[config.mk]
export PLATFORM = sky130hd
export DESIGN_NAME = line_coh_ctrl
export DESIGN_NICKNAME = d
export VERILOG_FILES = /design/src/rtl/lcc_pkg.sv /design/src/rtl/lcc_access_decode.sv /design/src/rtl/lcc_snoop_decode.sv /design/src/rtl/lcc_state_array.sv /design/src/rtl/line_coh_ctrl.sv
export SDC_FILE = /design/constraint.sdc
export NUM_CORES = 1
export LEC_CHECK = 0
export ABC_CLOCK_PERIOD_IN_PS = 7200
export CORE_ASPECT_RATIO = 1.25
export CORE_UTILIZATION = 53
export CTS_CLUSTER_DIAMETER = 100
export DETAILED_ROUTE_END_ITERATION = 6
export GPL_TIMING_DRIVEN = 0
export PLACE_DENSITY = 0.77
export SYNTH_ARGS = -nofsm -noshare
export SYNTH_HDL_FRONTEND = slang
export SYNTH_HIERARCHICAL = 1
export SYNTH_SLANG_ARGS = --single-unit
[constraint.sdc]
create_clock -name clk -period 7.2 [get_ports clk]
set_clock_uncertainty 0.15 [all_clocks]
set_input_delay 0.72 -clock clk [delete_from_list [all_inputs] [get_ports clk]]
set_output_delay 0.72 -clock clk [all_outputs]
set_load 0.05 [all_outputs]
[src/rtl/lcc_pkg.sv]
package lcc_pkg;

    typedef enum logic [1:0] {
        MESI_I = 2'b00,
        MESI_S = 2'b01,
        MESI_E = 2'b10,
        MESI_M = 2'b11
    } mesi_e;

    typedef enum logic [1:0] {
        BOP_NONE  = 2'b00,
        BOP_READ  = 2'b01,
        BOP_WRITE = 2'b10,
        BOP_FILL  = 2'b11
    } bus_op_e;

    typedef enum logic [1:0] {
        CTL_IDLE = 2'b00,
        CTL_POST = 2'b01,
        CTL_FILL = 2'b10
    } ctl_e;

    typedef struct packed {
        logic    post;
        logic    fill;
        logic    wmiss;
        logic    from_cache;
        bus_op_e op;
        mesi_e   nxt;
    } acc_dec_t;

    function automatic mesi_e fill_state(input logic wt, input logic to_m);
        if (to_m)
            return MESI_M;
        else if (wt)
            return MESI_S;
        else
            return MESI_E;
    endfunction

endpackage

[src/rtl/lcc_access_decode.sv]
module lcc_access_decode
    import lcc_pkg::*;
(
    input  logic     write,
    input  logic     lock,
    input  mesi_e    cur,
    output acc_dec_t dec
);
    always_comb begin
        dec            = '0;
        dec.op         = BOP_NONE;
        dec.nxt        = cur;
        if (lock) begin
            // locked cycles always go to the bus and keep the tag
            dec.post       = 1'b1;
            dec.op         = write ? BOP_WRITE : BOP_READ;
            dec.from_cache = !write && (cur == MESI_M);
        end else if (!write) begin
            unique case (cur)
                MESI_I: begin
                    dec.post = 1'b1;
                    dec.fill = 1'b1;
                    dec.op   = BOP_FILL;
                end
                MESI_S, MESI_E, MESI_M: dec.from_cache = 1'b1;
            endcase
        end else begin
            unique case (cur)
                MESI_I: begin
                    dec.post  = 1'b1;
                    dec.wmiss = 1'b1;
                    dec.op    = BOP_WRITE;
                end
                MESI_S: begin
                    dec.post = 1'b1;
                    dec.op   = BOP_WRITE;
                end
                MESI_E, MESI_M: dec.nxt = MESI_M;
            endcase
        end
    end
endmodule

[src/rtl/lcc_snoop_decode.sv]
module lcc_snoop_decode
    import lcc_pkg::*;
(
    input  logic  inv,
    input  mesi_e cur,
    output logic  hit,
    output logic  wb,
    output mesi_e nxt
);
    always_comb begin
        hit = (cur != MESI_I);
        wb  = (cur == MESI_M);
        if (inv) begin
            nxt = MESI_I;
        end else begin
            unique case (cur)
                MESI_I:         nxt = MESI_I;
                MESI_S:         nxt = MESI_S;
                MESI_E, MESI_M: nxt = MESI_S;
            endcase
        end
    end
endmodule

[src/rtl/lcc_state_array.sv]
module lcc_state_array
    import lcc_pkg::*;
#(
    parameter int LINES = 8,
    localparam int IDX_W = (LINES > 1) ? $clog2(LINES) : 1
) (
    input  logic             clk,
    input  logic             rst_n,
    input  logic             we,
    input  logic [IDX_W-1:0] widx,
    input  mesi_e            wdata,
    input  logic [IDX_W-1:0] ridx_a,
    output mesi_e            rdata_a,
    input  logic [IDX_W-1:0] ridx_b,
    output mesi_e            rdata_b
);
    mesi_e line_q [LINES];

    for (genvar g = 0; g < LINES; g++) begin : g_line
        always_ff @(posedge clk or negedge rst_n) begin
            if (!rst_n)
                line_q[g] <= MESI_I;
            else if (we && (widx == IDX_W'(g)))
                line_q[g] <= wdata;
        end
    end

    assign rdata_a = line_q[ridx_a];
    assign rdata_b = line_q[ridx_b];
endmodule

[src/rtl/line_coh_ctrl.sv]
module line_coh_ctrl
    import lcc_pkg::*;
#(
    parameter int LINES = 8,
    localparam int IDX_W = (LINES > 1) ? $clog2(LINES) : 1
) (
    input  logic             clk,
    input  logic             rst_n,
    input  logic             req_valid,
    input  logic             req_write,
    input  logic             req_lock,
    input  logic             req_split,
    input  logic [IDX_W-1:0] req_idx,
    output logic             req_ready,
    output logic [1:0]       cur_state,
    output logic             rsp_valid,
    output logic [1:0]       rsp_state,
    output logic             rsp_from_cache,
    output logic [1:0]       bus_op,
    input  logic             bus_done,
    output logic             split_cyc,
    input  logic             mbc_wt,
    input  logic             mbc_to_m,
    input  logic             mbc_freeze,
    input  logic             snp_valid,
    input  logic             snp_inv,
    input  logic [IDX_W-1:0] snp_idx,
    output logic             snp_ack,
    output logic             snp_hit,
    output logic             snp_wb
);
    ctl_e             ctl_q, ctl_d;
    logic [IDX_W-1:0] idx_q;
    logic             lock_q, split_q, wmiss_q, fc_q;
    bus_op_e          op_q;
    mesi_e            nxt_q;

    mesi_e            st_a, st_b, snp_nxt, wdata;
    logic             we, sn_hit, sn_wb, accept;
    logic [IDX_W-1:0] widx;
    acc_dec_t         dec;

    lcc_state_array #(.LINES(LINES)) u_array (
        .clk     (clk),
        .rst_n   (rst_n),
        .we      (we),
        .widx    (widx),
        .wdata   (wdata),
        .ridx_a  (req_idx),
        .rdata_a (st_a),
        .ridx_b  (snp_idx),
        .rdata_b (st_b)
    );

    lcc_access_decode u_acc (
        .write (req_write),
        .lock  (req_lock),
        .cur   (st_a),
        .dec   (dec)
    );

    lcc_snoop_decode u_snp (
        .inv (snp_inv),
        .cur (st_b),
        .hit (sn_hit),
        .wb  (sn_wb),
        .nxt (snp_nxt)
    );

    assign accept = (ctl_q == CTL_IDLE) && !snp_valid && req_valid;

    // state register and captured access context
    always_ff @(posedge clk or negedge rst_n) begin
        if (!rst_n) begin
            ctl_q   <= CTL_IDLE;
            idx_q   <= '0;
            lock_q  <= 1'b0;
            split_q <= 1'b0;
            wmiss_q <= 1'b0;
            fc_q    <= 1'b0;
            op_q    <= BOP_NONE;
            nxt_q   <= MESI_I;
        end else begin
            ctl_q <= ctl_d;
            if (accept) begin
                idx_q   <= req_idx;
                lock_q  <= req_lock;
                split_q <= req_split;
                wmiss_q <= dec.wmiss;
                fc_q    <= dec.from_cache;
                op_q    <= dec.op;
                nxt_q   <= dec.nxt;
            end
        end
    end

    // next control state and all outputs
    always_comb begin
        ctl_d          = ctl_q;
        we             = 1'b0;
        widx           = idx_q;
        wdata          = nxt_q;
        req_ready      = 1'b0;
        rsp_valid      = 1'b0;
        rsp_state      = nxt_q;
        rsp_from_cache = 1'b0;
        bus_op         = BOP_NONE;
        snp_ack        = 1'b0;
        unique case (ctl_q)
            CTL_IDLE: begin
                req_ready = !snp_valid;
                if (snp_valid) begin
                    snp_ack = 1'b1;
                    we      = 1'b1;
                    widx    = snp_idx;
                    wdata   = snp_nxt;
                end else if (req_valid) begin
                    widx = req_idx;
                    if (!dec.post) begin
                        we             = 1'b1;
                        wdata          = dec.nxt;
                        rsp_valid      = 1'b1;
                        rsp_state      = dec.nxt;
                        rsp_from_cache = dec.from_cache;
                    end else begin
                        ctl_d = dec.fill ? CTL_FILL : CTL_POST;
                    end
                end
            end
            CTL_POST: begin
                bus_op = op_q;
                if (bus_done) begin
                    if (wmiss_q && mbc_freeze) begin
                        ctl_d = CTL_FILL;
                    end else begin
                        we             = 1'b1;
                        rsp_valid      = 1'b1;
                        rsp_from_cache = fc_q;
                        ctl_d          = CTL_IDLE;
                    end
                end
            end
            CTL_FILL: begin
                bus_op = BOP_FILL;
                if (bus_done) begin
                    we        = 1'b1;
                    wdata     = fill_state(mbc_wt, mbc_to_m);
                    rsp_valid = 1'b1;
                    rsp_state = fill_state(mbc_wt, mbc_to_m);
                    ctl_d     = CTL_IDLE;
                end
            end
            default: ctl_d = CTL_IDLE;
        endcase
    end

    assign split_cyc = (ctl_q == CTL_POST) && lock_q && split_q;
    assign cur_state = st_a;
    assign snp_hit   = snp_ack && sn_hit;
    assign snp_wb    = snp_ack && sn_wb;
endmodule

# Word-level counts from Yosys, hierarchy flattened
# Cells that the tools add are included.
# word_totals
reg_bits	29
output_inout_bits	13
# classes
magnitude_cmp	2
n_eq_ne	20
mux	64
n_bitwise	2
n_reduce_logical	28
# op_table
cell	count
2-bit 2-to-1 mux	27
1-bit 2-to-1 mux	23
1-bit logical AND	16
2-bit case mux with 2 select lines	4
2-bit binary-select mux with 3-bit select	2
3-bit == test, second input constant	4
3-bit 2-to-1 mux	4
2-bit == test, second input constant	5
2-bit != test, second input constant	5
4-bit greater-or-equal comparator, second input constant	2
3-bit NOT with 4-bit output	2
2-bit by 1-bit == test with 1-bit output, second input constant	3
3-bit by 2-bit == test with 1-bit output, second input constant	2
2-bit zero test	3
1-bit case mux with 3 select lines	2
2-bit case mux with 3 select lines	1
3-bit OR reduction	2
5-bit AND reduction	1
2-bit OR reduction	2
3-bit by 1-bit == test with 1-bit output, second input constant	1
3-bit zero test	1
1-bit zero test	2
1-bit case mux with 2 select lines	1
2-bit nonzero test	1

# Depth between registers and ports, before layout
# logic_depth
depth_word	14
depth_mapped	9
depth_no_buf	9

# By module
# Netlist, hierarchy kept.
# modules_own_cells
module	instances	cells_each	area_each_um2	seq_area_each_um2
line_coh_ctrl	1	100	952.2	325.3
lcc_state_array	1	52	914.6	400.4
lcc_access_decode	1	14	91.3	0.0
lcc_snoop_decode	1	5	35.0	0.0

# Least setup slack after synthesis
# OpenSTA, ideal clock, no wires.
# synth_timing
path_kind	input to output
startpoint	input req_idx[0]
endpoint	output rsp_from_cache
arrival_ns	2.948
required_ns	6.330
slack_ns	3.382
path_stages	8
n_path_buf	0
path_cell_list	mux4_1 > mux2_2 > nor2b_1 > o21ai_0 > and2b_1 > and2_1 > nand3_1 > a21oi_1
# synth_rtl
element	line	source
start: declaration	line_coh_ctrl.sv:13	input logic [IDX_W-1:0] req_idx,
end: declaration	line_coh_ctrl.sv:18	output logic rsp_from_cache,

==> impl.org <==
** Logic synthesis
- Cell Area, Synth :: 0.00199 mm2
- In this run, synthesis inferred 0 flip-flops with an integrated enable.
- Synthesized area per cell :: 11.7 um2
- Dominant register cell in the synthesized netlist :: sky130_fd_sc_hd__dfrtp_1
- In the synthesized netlist, the number of instances is 171.
- For this run, the number of Yosys warnings is 6.
- Library cell occupying the most area in the post-synthesis netlist :: sky130_fd_sc_hd__dfrtp_1
- In the synthesized netlist the async set-or-reset flop fraction comes to 100%.
- Summed over its instances, the top area cell type makes up 36.4% of the synthesized netlist area.
- Sequential-to-total area share from yosys stat :: 36.4%
- By area the synthesized netlist is led by sky130_fd_sc_hd__dfrtp_1 (36%), sky130_fd_sc_hd__mux2_2 (18%), sky130_fd_sc_hd__mux4_1 (11%).
- The number of nets handed over by synthesis was 194.
- The netlist uses 43 different library cells.
- Counting flops and latches in the post-synthesis netlist gives 29.

** Timing
- Final number of max-transition violations :: 0
- Post-route minimum period :: 5070 ps
- Final setup fails :: 0
- Final hold analysis gives a worst-case slack of 298 ps.
- Worst-margin pin slew :: 646 ps
- Sum of negative setup slack :: 0 ps
- The final hold violation count was 0.
- For this run, the top clock speed supported by timing is 197 MHz.
- Final Worst Setup Slack :: 2130 ps
- Setup repair after global routing left no endpoint under its margin.
- The final critical path takes up 70.4% of the cycle.
- Measured against its own limit, the worst slew margin works out to 56.9%.

** Global routing
- The number of global-route vias before repair is 1,657.
- Total global routing overflow :: 0
- Total routing resource utilization after global routing :: 25.2%
- Largest net degree at the start of global routing :: 30
- Initial antenna violation count :: 0
- The first global-routing pass estimated 7520 um of wire.

** Cells and area
- The area growth from synthesis to layout is 21.8%.
- Fill count :: 275
- The final layout contains 231 nets.
- For this run, the share of the core covered by cells in the final layout is 68.5%.
- Of the cells placed in the final design, the portion with a size suffix greater than 1 is 23.9%.
- After routing the design area is 0.00243 mm2.
- Count of inserted antenna diode cells :: 0
- Final non-filler cell total :: 248

** Hold path
- In this run the worst hold path is classified as input pin to async pin.

** Routing
- After detailed routing, the number of remaining DRC violations is 4.
- Drt first pass iters :: 6
- After detailed routing, the total wire length is 4690 um.
- The detail route stage leaves a number of antenna-violating nets equal to 0.
- In the routed layout, each cell is associated on average with a via count of 6.33.
- Dividing the detail-routed wire length by the instance count gives 18.9 um.
- The detailed router finished its first iteration with 56 violations.
- The routed layout has 1,569 vias.

** Floorplanning
- Die Span Y :: 70.6 um
- X dimension of the die :: 56.9 um
- Placeable core region :: 0.00354 mm2
- The initial utilization of the core area, before any placement, comes to 56.3%.
- The floorplan step defined a die boundary enclosing 0.00401 mm2.
- In this run the count of I/O pins placed on the die edge is 31.
- Core Rows :: 24

** Critical path
- Startpoint kind of the worst setup timing path :: input pin
- For the worst setup path, the data arrival time is 4200 ps.
- Of all nets on the critical path, the largest fanout is 6.
- The worst register-to-register path has a setup slack of 3940 ps.
- Measured in cells, the most critical reg-to-reg path has a length of 9.
- Sort of element at the end of the critical path :: primary output
- The startpoint identified for the worst register-to-register timing path is u_array/line_q[0].
- Worst setup path startpoint :: req_idx[0]
- The endpoint identified for the worst register-to-register timing path is u_array/line_q[14].
- Worst path required time :: 6330 ps
- The worst setup path is of the input pin to primary output kind.

** CTS
- Clock insertion delay at the later pin of the skew report :: 280 ps
- CTS Root Buffer Type :: sky130_fd_sc_hd__clkbuf_8
- Number of sinks on the clock net :: 29
- Cells resized by post-CTS repair :: 0
- In this run the number of H-tree levels came out at 2.
- Number of buffers inserted to repair setup after CTS :: 0
- Hold bufs inserted after CTS :: 0
- Clock Pin Slew Worst Setup and Hold Paths :: 70 ps
- Max clock buf depth :: 2
- CTS tree :: done
- The number of clock buffers added by TritonCTS is 5.

** Power and ir drop
- Worst voltage drop across the vdd grid :: 0.189 mV
- Dividing total power by cell area gives a power density of 477 mW/mm2.
- Leak Pwr :: 1.02 nW
- Power comes to 1.16 mW.

** Run status
- Status :: finished, violations left
- The final reports fail on design-rule violations.

** Placed design
- The placed instances occupy a cell area of 0.00234 mm2.
- Final weighted congestion in routability-driven placement :: 0.834
- In this run the tool buffered the top-level ports with 30 buffer cells.
- Counting tap cells, the placed design contains a total of 240 instances.
- The HPWL after detailed placement is 3600 um.
- Prior to clock tree synthesis, the placed netlist has a worst setup slack of 2150 ps.

** Flow run
- Across the run, the number of max-cap violations was 0.
==> worst max path at each step <==
stage / end / slack [ps]
after floorplan: rsp_from_cache / 3380
after global placement: rsp_state[1] / 2170
after detailed placement: rsp_state[1] / 2150
after CTS: rsp_state[1] / 2130
after global routing: rsp_state[0] / 1990
final: rsp_state[1] / 2130
==> layout by cell type, fill, tap and decap left out, types with 5 or more instances in the layout <==
| cell | synthesis | final |
|---|---|---|
| sky130_fd_sc_hd__clkdlybuf4s50_1 | 0 | 29 |
| sky130_fd_sc_hd__mux2_2 | 31 | 31 |
| sky130_fd_sc_hd__dfrtp_1 | 29 | 29 |
| sky130_fd_sc_hd__ha_1 | 5 | 5 |
| sky130_fd_sc_hd__a22o_1 | 11 | 11 |
| sky130_fd_sc_hd__inv_1 | 5 | 5 |
| sky130_fd_sc_hd__mux4_1 | 8 | 8 |
| sky130_fd_sc_hd__o21ai_0 | 9 | 9 |
| sky130_fd_sc_hd__clkbuf_8 | 0 | 5 |
| sky130_fd_sc_hd__a21oi_1 | 8 | 8 |
| sky130_fd_sc_hd__nor2_1 | 5 | 5 |
==> sequential cells by signal, indices dropped and copies added, names as in the netlist <==
register / count
u_array/line_q: 16
fc_q: 1
nxt_q: 2
idx_q: 3
lock_q: 1
op_q: 2
split_q: 1
wmiss_q: 1
ctl_q: 2
==> final cells by class <==
class,instances,area (um2),area share (%)
tap,39,48.8,2.01
clock inverter,3,22.5,0.927
timing repair buffer,30,295,12.2
clock buffer,5,68.8,2.83
multi-input combinational,130,1220,50.1
sequential,29,726,29.9
buffer,7,32.5,1.34
inverter,5,18.8,0.773
==> per-layer routing <==
layer / global-route usage (%) / wire (um) / up-vias / share of wire [%]
met3: 4.75 / 201 / 18 / 4.3
met5: 0 / 0 / - / 0
met1: 26.7 / 1760 / 762 / 37
met4: 13.0 / 174 / 0 / 3.7
met2: 47.0 / 2560 / 54 / 55
li1: - / - / 735 / -
==> kinds of logic (layout without fill, tap and decap cells) <==
family	after synthesis	count (layout)	synth area share, %
other	1	1	0.188
adders and majority gates	5	5	3.14
muxes	41	41	29.1
DFF	29	29	36.4
AOI/OAI and AO/OA	41	41	14.2
buffers and inverters	12	50	2.57
and+or+nand+nor	42	42	14.4
==> critical path, cell delays in order <==
cell and delay (ps):
sky130_fd_sc_hd__clkdlybuf4s50_1 660, sky130_fd_sc_hd__mux4_1 630, sky130_fd_sc_hd__mux2_2 340, sky130_fd_sc_hd__nor2b_1 150, sky130_fd_sc_hd__o21ai_0 300, sky130_fd_sc_hd__or3b_1 210
sky130_fd_sc_hd__nor2_1 70, sky130_fd_sc_hd__a22o_1 170, sky130_fd_sc_hd__a22o_1 230, sky130_fd_sc_hd__clkdlybuf4s50_1 700
==> report_power, final <==
part / total [mW] / internal, mW / switching (mW) / leakage (nW)
clock network: 0.135 / 0.0676 / 0.0671 / 0.0364
registers: 0.297 / 0.242 / 0.0547 / 0.358
logic: 0.727 / 0.319 / 0.408 / 0.625
==> synthesized netlist by cell type (4+ instances only) <==
cell type and count:
sky130_fd_sc_hd__a21oi_1 8, sky130_fd_sc_hd__a22o_1 11, sky130_fd_sc_hd__clkbuf_1 4, sky130_fd_sc_hd__dfrtp_1 29, sky130_fd_sc_hd__ha_1 5, sky130_fd_sc_hd__inv_1 5
sky130_fd_sc_hd__mux2_2 31, sky130_fd_sc_hd__mux4_1 8, sky130_fd_sc_hd__nor2_1 5, sky130_fd_sc_hd__nor2b_1 4, sky130_fd_sc_hd__o21ai_0 9
No activity file was read; power rests on OpenSTA's default activity.
